--- config.mk ---
export PLATFORM = sky130hd
export DESIGN_NAME = fma_nan_sel
export DESIGN_NICKNAME = d
export VERILOG_FILES = /design/src/rtl/fma_nan_pkg.sv /design/src/rtl/fma_nan_policy.sv /design/src/rtl/fma_nan_pick.sv /design/src/rtl/fma_nan_sel.sv
export SDC_FILE = /design/constraint.sdc
export NUM_CORES = 1
export LEC_CHECK = 0
export BUFFER_PORTS_ARGS = -buffer_cell sky130_fd_sc_hd__buf_2
export CAP_MARGIN = 15
export CORE_MARGIN = 3
export CORE_UTILIZATION = 50
export DETAILED_ROUTE_END_ITERATION = 8
export GPL_TIMING_DRIVEN = 0
export HOLD_SLACK_MARGIN = 0.06
export PLACE_DENSITY = 0.77
export SLEW_MARGIN = 20
export SYNTH_ARGS = -nofsm -noshare
export SYNTH_HDL_FRONTEND = slang
export SYNTH_SLANG_ARGS = --single-unit
export TNS_END_PERCENT = 30
--- constraint.sdc ---
create_clock -name clk -period 1.2 [get_ports clk]
set_input_delay 0.06 -clock clk [delete_from_list [all_inputs] [get_ports clk]]
set_output_delay 0.06 -clock clk [all_outputs]
set_load 0.02 [all_outputs]
--- src/rtl/fma_nan_pkg.sv ---
package fma_nan_pkg;
  localparam int CLS_W   = 2;
  localparam int SEL_W   = 2;
  localparam int NUM_OPS = 3;
  localparam int NUM_SEL = 1 << SEL_W;
  localparam int MODE_W  = 3;

  typedef logic [CLS_W-1:0] cls_t;
  typedef logic [SEL_W-1:0] choice_t;

  localparam cls_t CLS_NONE = 2'b00;
  localparam cls_t CLS_QNAN = 2'b01;
  localparam cls_t CLS_SNAN = 2'b10;

  localparam choice_t PICK_A    = 2'd0;
  localparam choice_t PICK_B    = 2'd1;
  localparam choice_t PICK_C    = 2'd2;
  localparam choice_t PICK_DFLT = 2'd3;

  typedef enum logic [MODE_W-1:0] {
    MODE_FALLBACK   = 3'd0,
    MODE_CFIRST_DFQ = 3'd1,
    MODE_LEGACY     = 3'd2,
    MODE_NEWSTD     = 3'd3,
    MODE_FIRSTNAN   = 3'd4,
    MODE_ALWAYSDEF  = 3'd5,
    MODE_SWITCH     = 3'd6,
    MODE_FALLBACK2  = 3'd7
  } mode_e;

  typedef enum logic [2:0] {
    IMZ_IGNORE,
    IMZ_DEFAULT,
    IMZ_DEFAULT_IF_CQ,
    IMZ_TAKE_C,
    IMZ_FLAG_ONLY
  } imz_act_e;

  function automatic logic is_nan(input cls_t c);
    return (c == CLS_QNAN) || (c == CLS_SNAN);
  endfunction
endpackage

--- src/rtl/fma_nan_policy.sv ---
module fma_nan_policy
  import fma_nan_pkg::*;
(
  input  logic [MODE_W-1:0]            mode,
  input  logic                         use_first,
  output logic [NUM_OPS-1:0][SEL_W-1:0] order,
  output logic                         snan_first,
  output imz_act_e                     imz_act,
  output logic                         force_dflt
);
  always_comb begin
    order      = {PICK_C, PICK_B, PICK_A};
    snan_first = 1'b0;
    imz_act    = IMZ_IGNORE;
    force_dflt = 1'b0;
    case (mode_e'(mode))
      MODE_CFIRST_DFQ: begin
        order      = {PICK_B, PICK_A, PICK_C};
        snan_first = 1'b1;
        imz_act    = IMZ_DEFAULT_IF_CQ;
      end
      MODE_LEGACY: begin
        snan_first = 1'b1;
        imz_act    = IMZ_DEFAULT;
      end
      MODE_NEWSTD: begin
        order      = {PICK_B, PICK_A, PICK_C};
        snan_first = 1'b1;
        imz_act    = IMZ_TAKE_C;
      end
      MODE_FIRSTNAN: begin
        order   = {PICK_B, PICK_C, PICK_A};
        imz_act = IMZ_TAKE_C;
      end
      MODE_ALWAYSDEF: begin
        imz_act    = IMZ_FLAG_ONLY;
        force_dflt = 1'b1;
      end
      MODE_SWITCH: begin
        order   = use_first ? {PICK_C, PICK_B, PICK_A} : {PICK_A, PICK_B, PICK_C};
        imz_act = IMZ_TAKE_C;
      end
      default: ;
    endcase
  end
endmodule

--- src/rtl/fma_nan_pick.sv ---
module fma_nan_pick
  import fma_nan_pkg::*;
(
  input  logic [NUM_OPS-1:0][CLS_W-1:0] cls_in,
  input  logic [NUM_OPS-1:0][SEL_W-1:0] order,
  input  logic                          snan_first,
  output logic [SEL_W-1:0]              pick
);
  logic [NUM_SEL-1:0][CLS_W-1:0] cls_pad;
  logic [NUM_OPS-1:0][CLS_W-1:0] ranked;

  generate
    for (genvar g = 0; g < NUM_SEL; g++) begin : g_pad
      if (g < NUM_OPS) begin : g_op
        assign cls_pad[g] = cls_in[g];
      end else begin : g_none
        assign cls_pad[g] = CLS_NONE;
      end
    end
    for (genvar r = 0; r < NUM_OPS; r++) begin : g_rank
      assign ranked[r] = cls_pad[order[r]];
    end
  endgenerate

  always_comb begin
    logic found;
    pick  = order[NUM_OPS-1];
    found = 1'b0;
    if (snan_first) begin
      for (int i = 0; i < NUM_OPS; i++) begin
        if (!found && ranked[i] == CLS_SNAN) begin
          pick  = order[i];
          found = 1'b1;
        end
      end
    end
    for (int i = 0; i < NUM_OPS; i++) begin
      if (!found && is_nan(ranked[i])) begin
        pick  = order[i];
        found = 1'b1;
      end
    end
  end
endmodule

--- src/rtl/fma_nan_sel.sv ---
module fma_nan_sel
  import fma_nan_pkg::*;
(
  input  logic              clk,
  input  logic              rst_n,
  input  logic              req_valid,
  input  logic [MODE_W-1:0] req_mode,
  input  logic              req_use_first,
  input  logic [CLS_W-1:0]  req_a_cls,
  input  logic [CLS_W-1:0]  req_b_cls,
  input  logic [CLS_W-1:0]  req_c_cls,
  input  logic              req_inf_zero,
  output logic              res_valid,
  output logic [SEL_W-1:0]  res_choice,
  output logic              res_invalid,
  output logic              res_imz
);
  logic [NUM_OPS-1:0][SEL_W-1:0] order;
  logic                          snan_first;
  imz_act_e                      imz_act;
  logic                          force_dflt;
  logic [SEL_W-1:0]              pick;

  logic             imz_hit;
  logic [SEL_W-1:0] choice_d;
  logic             inv_d;
  logic             valid_d;

  fma_nan_policy u_policy (
    .mode       (req_mode),
    .use_first  (req_use_first),
    .order      (order),
    .snan_first (snan_first),
    .imz_act    (imz_act),
    .force_dflt (force_dflt)
  );

  fma_nan_pick u_pick (
    .cls_in     ({req_c_cls, req_b_cls, req_a_cls}),
    .order      (order),
    .snan_first (snan_first),
    .pick       (pick)
  );

  always_comb begin
    case (imz_act)
      IMZ_DEFAULT, IMZ_TAKE_C, IMZ_FLAG_ONLY: imz_hit = req_inf_zero;
      IMZ_DEFAULT_IF_CQ: imz_hit = req_inf_zero && (req_c_cls == CLS_QNAN);
      default:           imz_hit = 1'b0;
    endcase

    if (force_dflt)                              choice_d = PICK_DFLT;
    else if (imz_hit && imz_act == IMZ_TAKE_C)   choice_d = PICK_C;
    else if (imz_hit)                            choice_d = PICK_DFLT;
    else                                         choice_d = pick;

    valid_d = req_valid;
    inv_d   = req_valid && imz_hit;
  end

  always_ff @(posedge clk or negedge rst_n) begin
    if (!rst_n) begin
      res_valid   <= 1'b0;
      res_invalid <= 1'b0;
      res_imz     <= 1'b0;
      res_choice  <= PICK_A;
    end else begin
      res_valid   <= valid_d;
      res_invalid <= inv_d;
      res_imz     <= inv_d;
      if (req_valid) res_choice <= choice_d;
    end
  end

  assert_result_follows_R1: assert property (@(posedge clk) disable iff (!rst_n)
    req_valid |=> res_valid);
  assert_idle_clears_R2: assert property (@(posedge clk) disable iff (!rst_n)
    !req_valid |=> (!res_valid && !res_invalid && !res_imz));
  assert_newstd_imz_c_R5: assert property (@(posedge clk) disable iff (!rst_n)
    (req_valid && req_inf_zero && req_mode == MODE_NEWSTD) |=> (res_choice == PICK_C && res_invalid));
  assert_firstnan_imz_c_R6: assert property (@(posedge clk) disable iff (!rst_n)
    (req_valid && req_inf_zero && req_mode == MODE_FIRSTNAN) |=> (res_choice == PICK_C && res_invalid));
  assert_always_default_R7: assert property (@(posedge clk) disable iff (!rst_n)
    (req_valid && req_mode == MODE_ALWAYSDEF) |=> res_choice == PICK_DFLT);
  assert_switch_imz_c_R8: assert property (@(posedge clk) disable iff (!rst_n)
    (req_valid && req_inf_zero && req_mode == MODE_SWITCH) |=> (res_choice == PICK_C && res_invalid));
  assert_fallback_no_invalid_R9: assert property (@(posedge clk) disable iff (!rst_n)
    (req_valid && (req_mode == MODE_FALLBACK || req_mode == MODE_FALLBACK2)) |=> !res_invalid);
  assert_subflag_pairs_R10: assert property (@(posedge clk) disable iff (!rst_n)
    res_imz == res_invalid);
endmodule

==> results.txt, run 1 <==
----------------------------------------------------
[Synth]
  Fraction of the yosys area taken by sequential cells ... 0.145
  Commonest cells in the synthesized netlist ... nor2_1, o21ai_0, a21oi_1, mux2i_1, nor3_1
  Syn Nets ... 106
  Share of synthesized flip-flops with an asynchronous set or reset ... 1.00
  Post-Synthesis Mean Instance Area ... approximately 7.7 um2
  Number of instances in the synthesized netlist ... 89
  Most repeated cell in the gate-level netlist after synthesis ... nor2_1
  Primary flip-flop cell chosen by synthesis mapping ... dfrtp_1
  Largest area contributor in the netlist ... dfrtp_1
  Syn. warnings ... 0
  Number of unique standard cell types used by synthesis ... 37
  Number of storage elements in the synthesis netlist ... 4
  Share of the synthesized area in the top cell type ... 0.145
  Post-Syn Area ... roughly 690 um2
  Number of enable-type register cells in the synthesized netlist ... 0
  Top area cells in the synthesized netlist ... dfrtp_1, mux2i_1, o21ai_0

[Place]
  Routability congestion estimate ... just over 0.8
  Count of buffers inserted at the top-level ports ... 17
  Placement Cell Area ... around 840 um2
  Post-placement cell count ... 120
  Post-detailed-placement half-perimeter wirelength ... 1370 um

[Die]
  DIE HEIGHT ... roughly 43 um
  Initial standard-cell utilization of the core ... 0.574
  Width of the chip ... between 40 and 50 um
  Top-level port count ... 19
  Row count ... 12

[Timing]
  Last worst endpoint in the global-route repair_timing ... res_choice[0]$_DFFE_PN0P_/D
  Worst endpoint kind after the last repair ... sequential cell input

[Global routing]
  Maximum number of pins on one net before global-route repair ... 12
  Initial antenna violation count ... 0

[Clocking]
  Number of H-tree branching levels ... 1
  Clock sink total ... 4
  Buffers from clock root to sink, at most ... 2
  TritonCTS buffer count ... 3
  Root Buffer ... clkbuf_4

[Outcome]
  Run status ... did not finish
  Failed at ... global routing
  Log Error ... [ERROR DPL-0033] detailed placement checks failed during check placement.

----------------------------------------------------
-- metrics by stage --
step           hold slack (ns)  worst slack (ns)  utilization
3_3_place_gp            -0.134            -0.847        0.701
3_5_place_dp            -0.133            -0.911        0.701
4_1_cts                  0.156            -0.570        0.840
2_1_floorplan           -0.236            -0.566            -
-- cell families after synthesis --
logic type,after synthesis,synth area share
AOI/OAI and AO/OA,30,0.298
buffers and inverters,10,0.0944
muxes,9,0.138
adders and majority gates,3,0.0545
and+or+nand+nor,33,0.270
DFF,4,0.145
-- repair_timing --
item / in CTS
hold buffers: 2
gates resized for setup: 22
gates cloned: 0
pin swaps: 11
setup endpoints to repair: 2
buffers inserted: 6
endpoints found under the hold margin: 5
==> run 2: changes to the inputs <==
--- a/config.mk
+++ b/config.mk
@@ -7,12 +7,11 @@
 export LEC_CHECK = 0
 export BUFFER_PORTS_ARGS = -buffer_cell sky130_fd_sc_hd__buf_2
 export CAP_MARGIN = 15
-export CORE_MARGIN = 3
-export CORE_UTILIZATION = 50
+export CORE_AREA = 3 3 64 66
 export DETAILED_ROUTE_END_ITERATION = 8
+export DIE_AREA = 0 0 67 69
 export GPL_TIMING_DRIVEN = 0
-export HOLD_SLACK_MARGIN = 0.06
-export PLACE_DENSITY = 0.77
+export PLACE_DENSITY_LB_ADDON = 0.15
 export SLEW_MARGIN = 20
 export SYNTH_ARGS = -nofsm -noshare
 export SYNTH_HDL_FRONTEND = slang
==> results.txt, run 2 <==
----------------------------------------------------
[Place]
  Post-detailed-placement half-perimeter wirelength ... 1590 um (+17%)
  Routability congestion estimate ... 0.726 (-13%)
  Count of buffers inserted at the top-level ports ... 17 (unchanged)
  Post-placement cell count ... 154 (+28%)

[Worst hold path]
  Startpoint of the tightest hold check path ... req_valid
  Hold-critical path depth ... 1
  Type of the tightest min-delay check ... in2reg
  End point of the worst hold path ... res_valid$_DFF_PN0_

[Clocking]
  Worst skew pair latency ... between 0.2 and 0.25 ns
  TritonCTS buffer count ... 3 (unchanged)
  Clock sink total ... 4 (unchanged)
  Buffers from clock root to sink, at most ... 2 (unchanged)
  Root Buffer ... clkbuf_8
  Clock edge transition at the registers on the reported setup and hold paths ... 0.03 ns
  TritonCTS clock tree ... done
  Number of H-tree branching levels ... 1 (unchanged)

[Final layout]
  Largest registers ... res_choice x2, res_imz x1, res_valid x1
  Number of fill cells ... 410
  Antenna Cells ... 0
  Final net count ... between 100 and 150
  Share of final-layout standard cells stronger than drive strength 1 ... 0.543
  Final standard cell count with taps included and fillers excluded ... roughly 160
  Most frequent standard cell in the layout excluding fill and tap cells ... buf_2
  Total area of sequential cells ... around 100 um2
  Max FFs per register ... 2
  Synth-to-layout area growth ... 59.7%
  Most frequent cells in the layout ... buf_2, buf_4, nor2_1
  Top reg by flops ... res_choice
  Combined area of the multi-input logic cells ... approximately 650 um2

[Outcome]
  Run status ... finished, violations left
  Violated checks ... setup timing

[Power]
  Cell internal power dissipation ... ~0.00065 W
  Switching component of the power ... about 0.00036 W
  Overall Power ... about 0.001 W
  Worst vdd ir ... 0.189 mV
  Share of total power in the clock network ... 0.277
  Fraction of power spent switching nets ... 0.359
  Register share of total power ... 0.161
  Power density over the cells ... slightly above 900 nW/um2
  Combinational fraction of design power ... 0.562
  Static leakage power ... between 0.4 and 0.5 nW

[Critical path]
  Critical path data arrival time ... ~1.8 ns
  CP peak stage delay ... around 0.33 ns
  Largest fanout on the critical path ... 9
  Launch instance of the worst register-to-register path ... res_choice[1]$_DFFE_PN0P_
  Slowest cell on the critical path ... mux2_4
  Required time worst endpoint ... 1.31 ns
  Reg-to-reg endpoint ... res_choice[1]$_DFFE_PN0P_
  Reg2Reg Setup Slack ... ~0.32 ns
  Kind of capture point of the worst setup path ... register
  Crit path launch type ... input pin
  Depth of the worst register-to-register path ... 3
  Type of the setup path with the least slack ... in2reg
  Cell-by-cell listing of the critical path ... buf_12, buf_8, nand3b_1, o21ai_2, mux2_4, ha_4, nand4bb_1, a21oi_2, nor3_2, o41ai_2

[Timing]
  Slew margin rel. ... 0.813
  Final critical-path share of the clock period ... 1.40
  Crit path setup slack, layout ... -0.484 ns
  Actual slew at the worst max-slew pin ... 0.276 ns
  Max-slew violation count ... 0
  Final critical path time including I/O delays and setup ... around 1.7 ns
  Final-report setup violation count ... 2
  Max Clock Freq ... roughly 590 MHz
  Worst clock skew on the final layout ... 0 ns
  Setup repair after global routing missed its margin ... true
  Hold Violations, Final ... 0

[Die]
  DIE HEIGHT ... 69 um (+60%)
  Die Footprint ... between 4000 and 5000 um2
  Top-level port count ... 19 (unchanged)
  Initial standard-cell utilization of the core ... 0.190 (-0.384)
  Core Area ... 3630 um2
  Width of the chip ... 67 um (+55%)
  Row count ... 22 (+10)

[Routing]
  Per-cell routed wire length ... roughly 13 um
  Total wire length ... 2140 um
  First DRT Iteration DRCs ... 22
  Via density per instance ... 4.82
  Antenna-violating nets left ... 0
  DRT Pass-1 Iters ... 4
  DRC viols ... 0
  Number of vias after detailed routing ... 790

[Synth]
  Share of the synthesized area in the top cell type ... 0.145 (unchanged)
  Number of enable-type register cells in the synthesized netlist ... 0 (unchanged)
  Most repeated cell in the gate-level netlist after synthesis ... nor2_1
  Syn Nets ... 106 (unchanged)
  Number of storage elements in the synthesis netlist ... 4 (unchanged)
  Primary flip-flop cell chosen by synthesis mapping ... dfrtp_1
  Top area cells in the synthesized netlist ... dfrtp_1, mux2i_1, o21ai_0
  Share of synthesized flip-flops with an asynchronous set or reset ... 1.00 (unchanged)
  Number of unique standard cell types used by synthesis ... 37 (unchanged)
  Fraction of the yosys area taken by sequential cells ... 0.145 (unchanged)
  Commonest cells in the synthesized netlist ... nor2_1, o21ai_0, a21oi_1, mux2i_1, nor3_1
  Post-Syn Area ... 689 um2 (unchanged)
  Syn. warnings ... 0 (unchanged)
  Post-Synthesis Mean Instance Area ... 7.75 um2 (unchanged)
  Number of instances in the synthesized netlist ... 89 (unchanged)
  Largest area contributor in the netlist ... dfrtp_1

[Global routing]
  Vias in the first global route ... 782
  Total global routing track utilization ... 0.0924
  First-pass GRT wire length ... 3390 um
  Aggregate global routing overflow ... 0
  Initial antenna violation count ... 0
  Maximum number of pins on one net before global-route repair ... 11

[Flow run]
  MaxCap Viol Count ... 0

----------------------------------------------------
-- run 2: cell counts after synthesis --
Identical to the previous run, type by type.
-- run 2: how the worst max path moves through the flow --
stage / startpoint / endpoint / cells past startpoint
after detailed placement: req_mode[1] / res_choice[0]$_DFFE_PN0P_ / 10
after floorplan: req_mode[2] / res_choice[0]$_DFFE_PN0P_ / 10
after global routing: req_mode[2] / res_choice[0]$_DFFE_PN0P_ / 10
final: req_mode[2] / res_choice[0]$_DFFE_PN0P_ / 10
after CTS: req_mode[1] / res_choice[0]$_DFFE_PN0P_ / 12
after global placement: req_mode[1] / res_choice[1]$_DFFE_PN0P_ / 11
-- run 2: power by group through the flow --
stage / clock network, W / registers, W / logic, W
2_1_floorplan: 0 / 0.000188 / 0.000305
3_3_place_gp: 0 / 0.000165 / 0.000444
3_5_place_dp: 0 / 0.000165 / 0.000448
4_1_cts: 0.000291 / 0.000164 / 0.000507
5_1_grt: 0.000299 / 0.000167 / 0.000616
6_report: 0.000281 / 0.000164 / 0.000571
-- run 2: critical path: cells and delay by family --
family	cells	cell delay (ns)
AND/OR/NAND/NOR	3	0.37
AO/OA/AOI/OAI	3	0.64
adder cells (fa/ha/maj)	1	0.18
buffers and inverters	2	0.22
multiplexers	1	0.33
-- run 2: layout make-up --
class | count | area share
timing repair buffer | 25 | 0.136
sequential | 4 | 0.0909
tap | 48 | 0.0545
multi-input combinational | 75 | 0.592
clock buffer | 3 | 0.0375
inverter | 2 | 0.00909
buffer | 7 | 0.0795
-- run 2: cell families (layout without fill, tap and decap cells) --
family | count (synthesis) | count (layout) | share of synthesized area
adder cells (fa/ha/maj) | 3 | 3 | 0.0545
buffers and inverters | 10 | 37 | 0.0944
AND/OR/NAND/NOR | 33 | 33 | 0.270
flip-flops | 4 | 4 | 0.145
AO/OA/AOI/OAI | 30 | 30 | 0.298
multiplexers | 9 | 9 | 0.138
-- run 2: metal layers --
metal	up-vias	track usage	share of wire
met5	-	0	0
met4	0	0.0338	0.012
met3	3	0.0163	0.037
met2	16	0.160	0.49
met1	379	0.110	0.46
li1	392	-	-
-- run 2: timing repair --
action / CTS / global route
resized for setup: 16 / 20
pin swaps: 7 / 10
hold buffers: 1 / 0
endpoints found under the setup margin: 2 / 2
setup buffers: 5 / 2
endpoints found under the hold margin: 4 / 0
-- run 2: metrics by stage --
stage	util	setup slack [ns]	area [um2]	setup TNS (ns)	hold slack (ns)
global route	0.303	-0.559	1100	-1.08	0.0393
global placement	0.243	-1.05	885	-2.09	-0.134
detailed placement	0.243	-1.01	885	-2.02	-0.129
CTS	0.284	-0.503	1030	-0.994	0.0285
finish	0.303	-0.484	1100	-0.926	0.0277
floorplan	-	-0.566	739	-1.11	-0.236
Note: power is estimated with default switching activity, not from simulation.
==> run 3: changes to the inputs <==
--- a/config.mk
+++ b/config.mk
@@ -8,6 +8,7 @@
 export BUFFER_PORTS_ARGS = -buffer_cell sky130_fd_sc_hd__buf_2
 export CAP_MARGIN = 15
 export CORE_AREA = 3 3 64 66
+export CTS_CLUSTER_SIZE = 28
 export DETAILED_ROUTE_END_ITERATION = 8
 export DIE_AREA = 0 0 67 69
 export GPL_TIMING_DRIVEN = 0
==> constraint.sdc (replaced) <==
create_clock -name clk -period 2.1 [get_ports clk]
set_input_delay 0.105 -clock clk [delete_from_list [all_inputs] [get_ports clk]]
set_output_delay 0.105 -clock clk [all_outputs]
set_load 0.02 [all_outputs]
==> results.txt, run 3 (synthesis results as in run 2) <==
----------------------------------------------------
[Critical path]
  Slowest cell on the critical path ... ha_2
  Kind of capture point of the worst setup path ... register
  Largest fanout on the critical path ... 10 (+1)
  Crit path launch type ... input pin
  CP peak stage delay ... 0.40 ns (+0.07 ns)
  Cell-by-cell listing of the critical path ... buf_4, buf_4, nand3b_1, o21ai_2, mux2_2, ha_2, o2111ai_1, and3_1, o41ai_2
  Depth of the worst register-to-register path ... 2 (-1)
  Required time worst endpoint ... 2.21 ns (+0.90 ns)
  Type of the setup path with the least slack ... in2reg
  Critical path data arrival time ... 2.13 ns (+0.33 ns)
  Critical Path Most Common Cell ... buf_4

[Timing]
  Actual slew at the worst max-slew pin ... 0.410 ns (+0.135 ns)
  Hold Violations, Final ... 0 (unchanged)
  Final critical-path share of the clock period ... 0.963
  Setup repair after global routing missed its margin ... false
  Sum of negative setup slack ... 0 ns (+0.926 ns)
  Fin Hold WS ... 0.0799 ns (+0.0522 ns)
  Slew margin rel. ... 0.726 (-0.0869)
  Final critical path time including I/O delays and setup ... around 2.0 ns
  Worst clock skew on the final layout ... 0 ns (unchanged)
  Max Clock Freq ... 494 MHz
  Max-slew violation count ... 0 (unchanged)
  Final-report setup violation count ... 0 (-2)

[Flow run]
  MaxCap Viol Count ... 0 (unchanged)

[Global routing]
  Met3 demand-to-capacity share in global routing ... 0.00977 (-0.00651)
  Total global routing track utilization ... 0.0843 (-0.00819)
  Initial antenna violation count ... 0 (unchanged)
  Most congested layer reported by global routing ... met2
  Vias in the first global route ... 650 (-17%)
  First-pass GRT wire length ... 3060 um (-9.6%)
  Aggregate global routing overflow ... 0 (unchanged)
  Maximum number of pins on one net before global-route repair ... 11 (unchanged)
  Met1 usage ... 0.108 (-0.00218)
  Global routing met2 resource utilization ... 0.140 (-0.0207)

[Power]
  Switching component of the power ... 0.000177 W (-51%)
  Cell internal power dissipation ... 0.000322 W (-51%)
  Share of total power in the clock network ... 0.315 (+0.038)
  Worst vdd ir ... 0.113 mV (-40%)
  Fraction of power spent switching nets ... 0.355 (-0.00382)
  Static leakage power ... 0.387 nW (-18%)
  Power density over the cells ... 549 nW/um2 (-41%)
  Register share of total power ... 0.188 (+0.027)
  Combinational fraction of design power ... 0.497 (-0.065)

[Clocking]
  Clock edge transition at the registers on the reported setup and hold paths ... 0.03 ns (about the same)
  Number of H-tree branching levels ... 1 (unchanged)
  Buffers from clock root to sink, at most ... 2 (unchanged)
  Worst skew pair latency ... 0.21 ns (about the same)
  Root Buffer ... clkbuf_8
  TritonCTS buffer count ... 3 (unchanged)
  TritonCTS clock tree ... done
  Clock sink total ... 4 (unchanged)
  Number of buffers inserted by post-CTS setup repair ... 0 (-5)

[Routing]
  Per-cell routed wire length ... 12.5 um (-4.1%)
  First DRT Iteration DRCs ... 9 (-59%)
  Total wire length ... 1970 um (-8.2%)
  DRT Pass-1 Iters ... 4 (unchanged)
  DRC viols ... 0 (unchanged)
  Antenna-violating nets left ... 0 (unchanged)
  Via density per instance ... 4.66 (-3.2%)
  Number of vias after detailed routing ... 732 (-7.3%)

[Die]
  Die Footprint ... 4620 um2 (unchanged)
  Width of the chip ... 67 um (unchanged)
  Top-level port count ... 19 (unchanged)
  Row count ... 22 (unchanged)
  Core Area ... 3630 um2 (unchanged)
  Initial standard-cell utilization of the core ... 0.190 (unchanged)
  DIE HEIGHT ... 69 um (unchanged)

[Place]
  Post-detailed-placement half-perimeter wirelength ... 1570 um (-1.7%)
  Count of buffers inserted at the top-level ports ... 17 (unchanged)
  Routability congestion estimate ... 0.717 (-1.3%)

[Final layout]
  Synth-to-layout area growth ... 31.8%
  Top reg by flops ... res_choice
  Most frequent standard cell in the layout excluding fill and tap cells ... buf_2
  Most frequent cells in the layout ... buf_2, nor2_1, a21oi_1, o21ai_0, mux2i_1
  Largest registers ... res_choice x2, res_imz x1, res_valid x1
  Final net count ... 128 (-5.2%)
  Antenna Cells ... 0 (unchanged)
  Max FFs per register ... 2 (unchanged)
  Share of final-layout standard cells stronger than drive strength 1 ... 0.376 (-0.167)

[Outcome]
  Run status ... finished, final reports clean

[Worst hold path]
  Type of the tightest min-delay check ... in2reg
  Hold-critical path depth ... 1 (unchanged)

----------------------------------------------------
-- run 3: cell count changes in the layout (fill, tap and decap cells not counted), moves of 3 or more --
| cell | change |
|---|---|
| a21oi_1 | +4 |
| a21oi_2 | -4 |
| buf_4 | -7 |
| nand2b_1 | +3 |
| nor2_1 | +3 |
| nor2_2 | -3 |
| o21ai_0 | +3 |
-- run 3: worst max-delay path: cells and delay by family --
| kind | cells | cell delay, ns |
|---|---|---|
| and+or+nand+nor | 2 | 0.38 |
| muxes | 1 | 0.36 |
| adders and majority gates | 1 | 0.40 |
| AOI/OAI and AO/OA | 3 | 0.57 |
| buffers and inverters | 2 | 0.31 |
-- run 3: metal layers --
metal | routed length (um) | share of wire | up-vias
li1 | - | - | 377
met2 | 956 | 0.49 | 16
met1 | 944 | 0.48 | 339
met4 | 0 | 0 | 0
met3 | 66 | 0.034 | 0
met5 | 0 | 0 | -
-- run 3: power groups by stage --
stage | Clock (W) | Combinational [W] | Sequential (W)
after global routing | 0.000168 | 0.000270 | 0.0000950
after floorplan | 0 | 0.000153 | 0.000108
after CTS | 0.000164 | 0.000238 | 0.0000939
after detailed placement | 0 | 0.000233 | 0.0000947
after global placement | 0 | 0.000231 | 0.0000941
final | 0.000157 | 0.000248 | 0.0000937
-- run 3: timing repair --
item / CTS / global route
pin swaps: 0 / 1
endpoints found under the hold margin: 4 / 0
setup endpoints to repair: 2 / 2
hold buffers: 1 / 0
gates resized for setup: 4 / 7
-- run 3: metrics by stage --
step | worst slack, ns | utilization | instances | power [W] | area, um2
floorplan | 0.0467 | - | 89 | 0.000260 | 689
global placement | -0.429 | 0.230 | 154 | 0.000325 | 835
detailed placement | -0.368 | 0.230 | 154 | 0.000328 | 835
CTS | 0.0139 | 0.245 | 158 | 0.000496 | 891
global route | 0.00535 | 0.250 | 157 | 0.000533 | 908
finish | 0.0774 | 0.250 | 157 | 0.000498 | 908
-- run 3: area by class of cell --
| cell class | instances | area (um2) |
|---|---|---|
| inverters | 2 | 7.51 |
| repair buffers | 18 | 95.1 |
| fillers | 427 | 2730 |
| clock buffers | 3 | 41.3 |
| well taps | 48 | 60.1 |
| flip-flops and latches | 4 | 100 |
| multi-input cells | 75 | 548 |
| plain buffers | 7 | 56.3 |
-- run 3: final timing paths --
check,startpoint,end,slack [ns]
max,req_mode[2],res_choice[0]$_DFFE_PN0P_,0.08
min,req_valid,res_valid$_DFF_PN0_,0.08
max reg2reg,res_choice[1]$_DFFE_PN0P_,res_choice[1]$_DFFE_PN0P_,1.19
min reg2reg,res_choice[0]$_DFFE_PN0P_,res_choice[0]$_DFFE_PN0P_,0.53
max in group asynchronous,rst_n,res_valid$_DFF_PN0_,1.76
min in group asynchronous,rst_n,res_imz$_DFF_PN0_,0.22
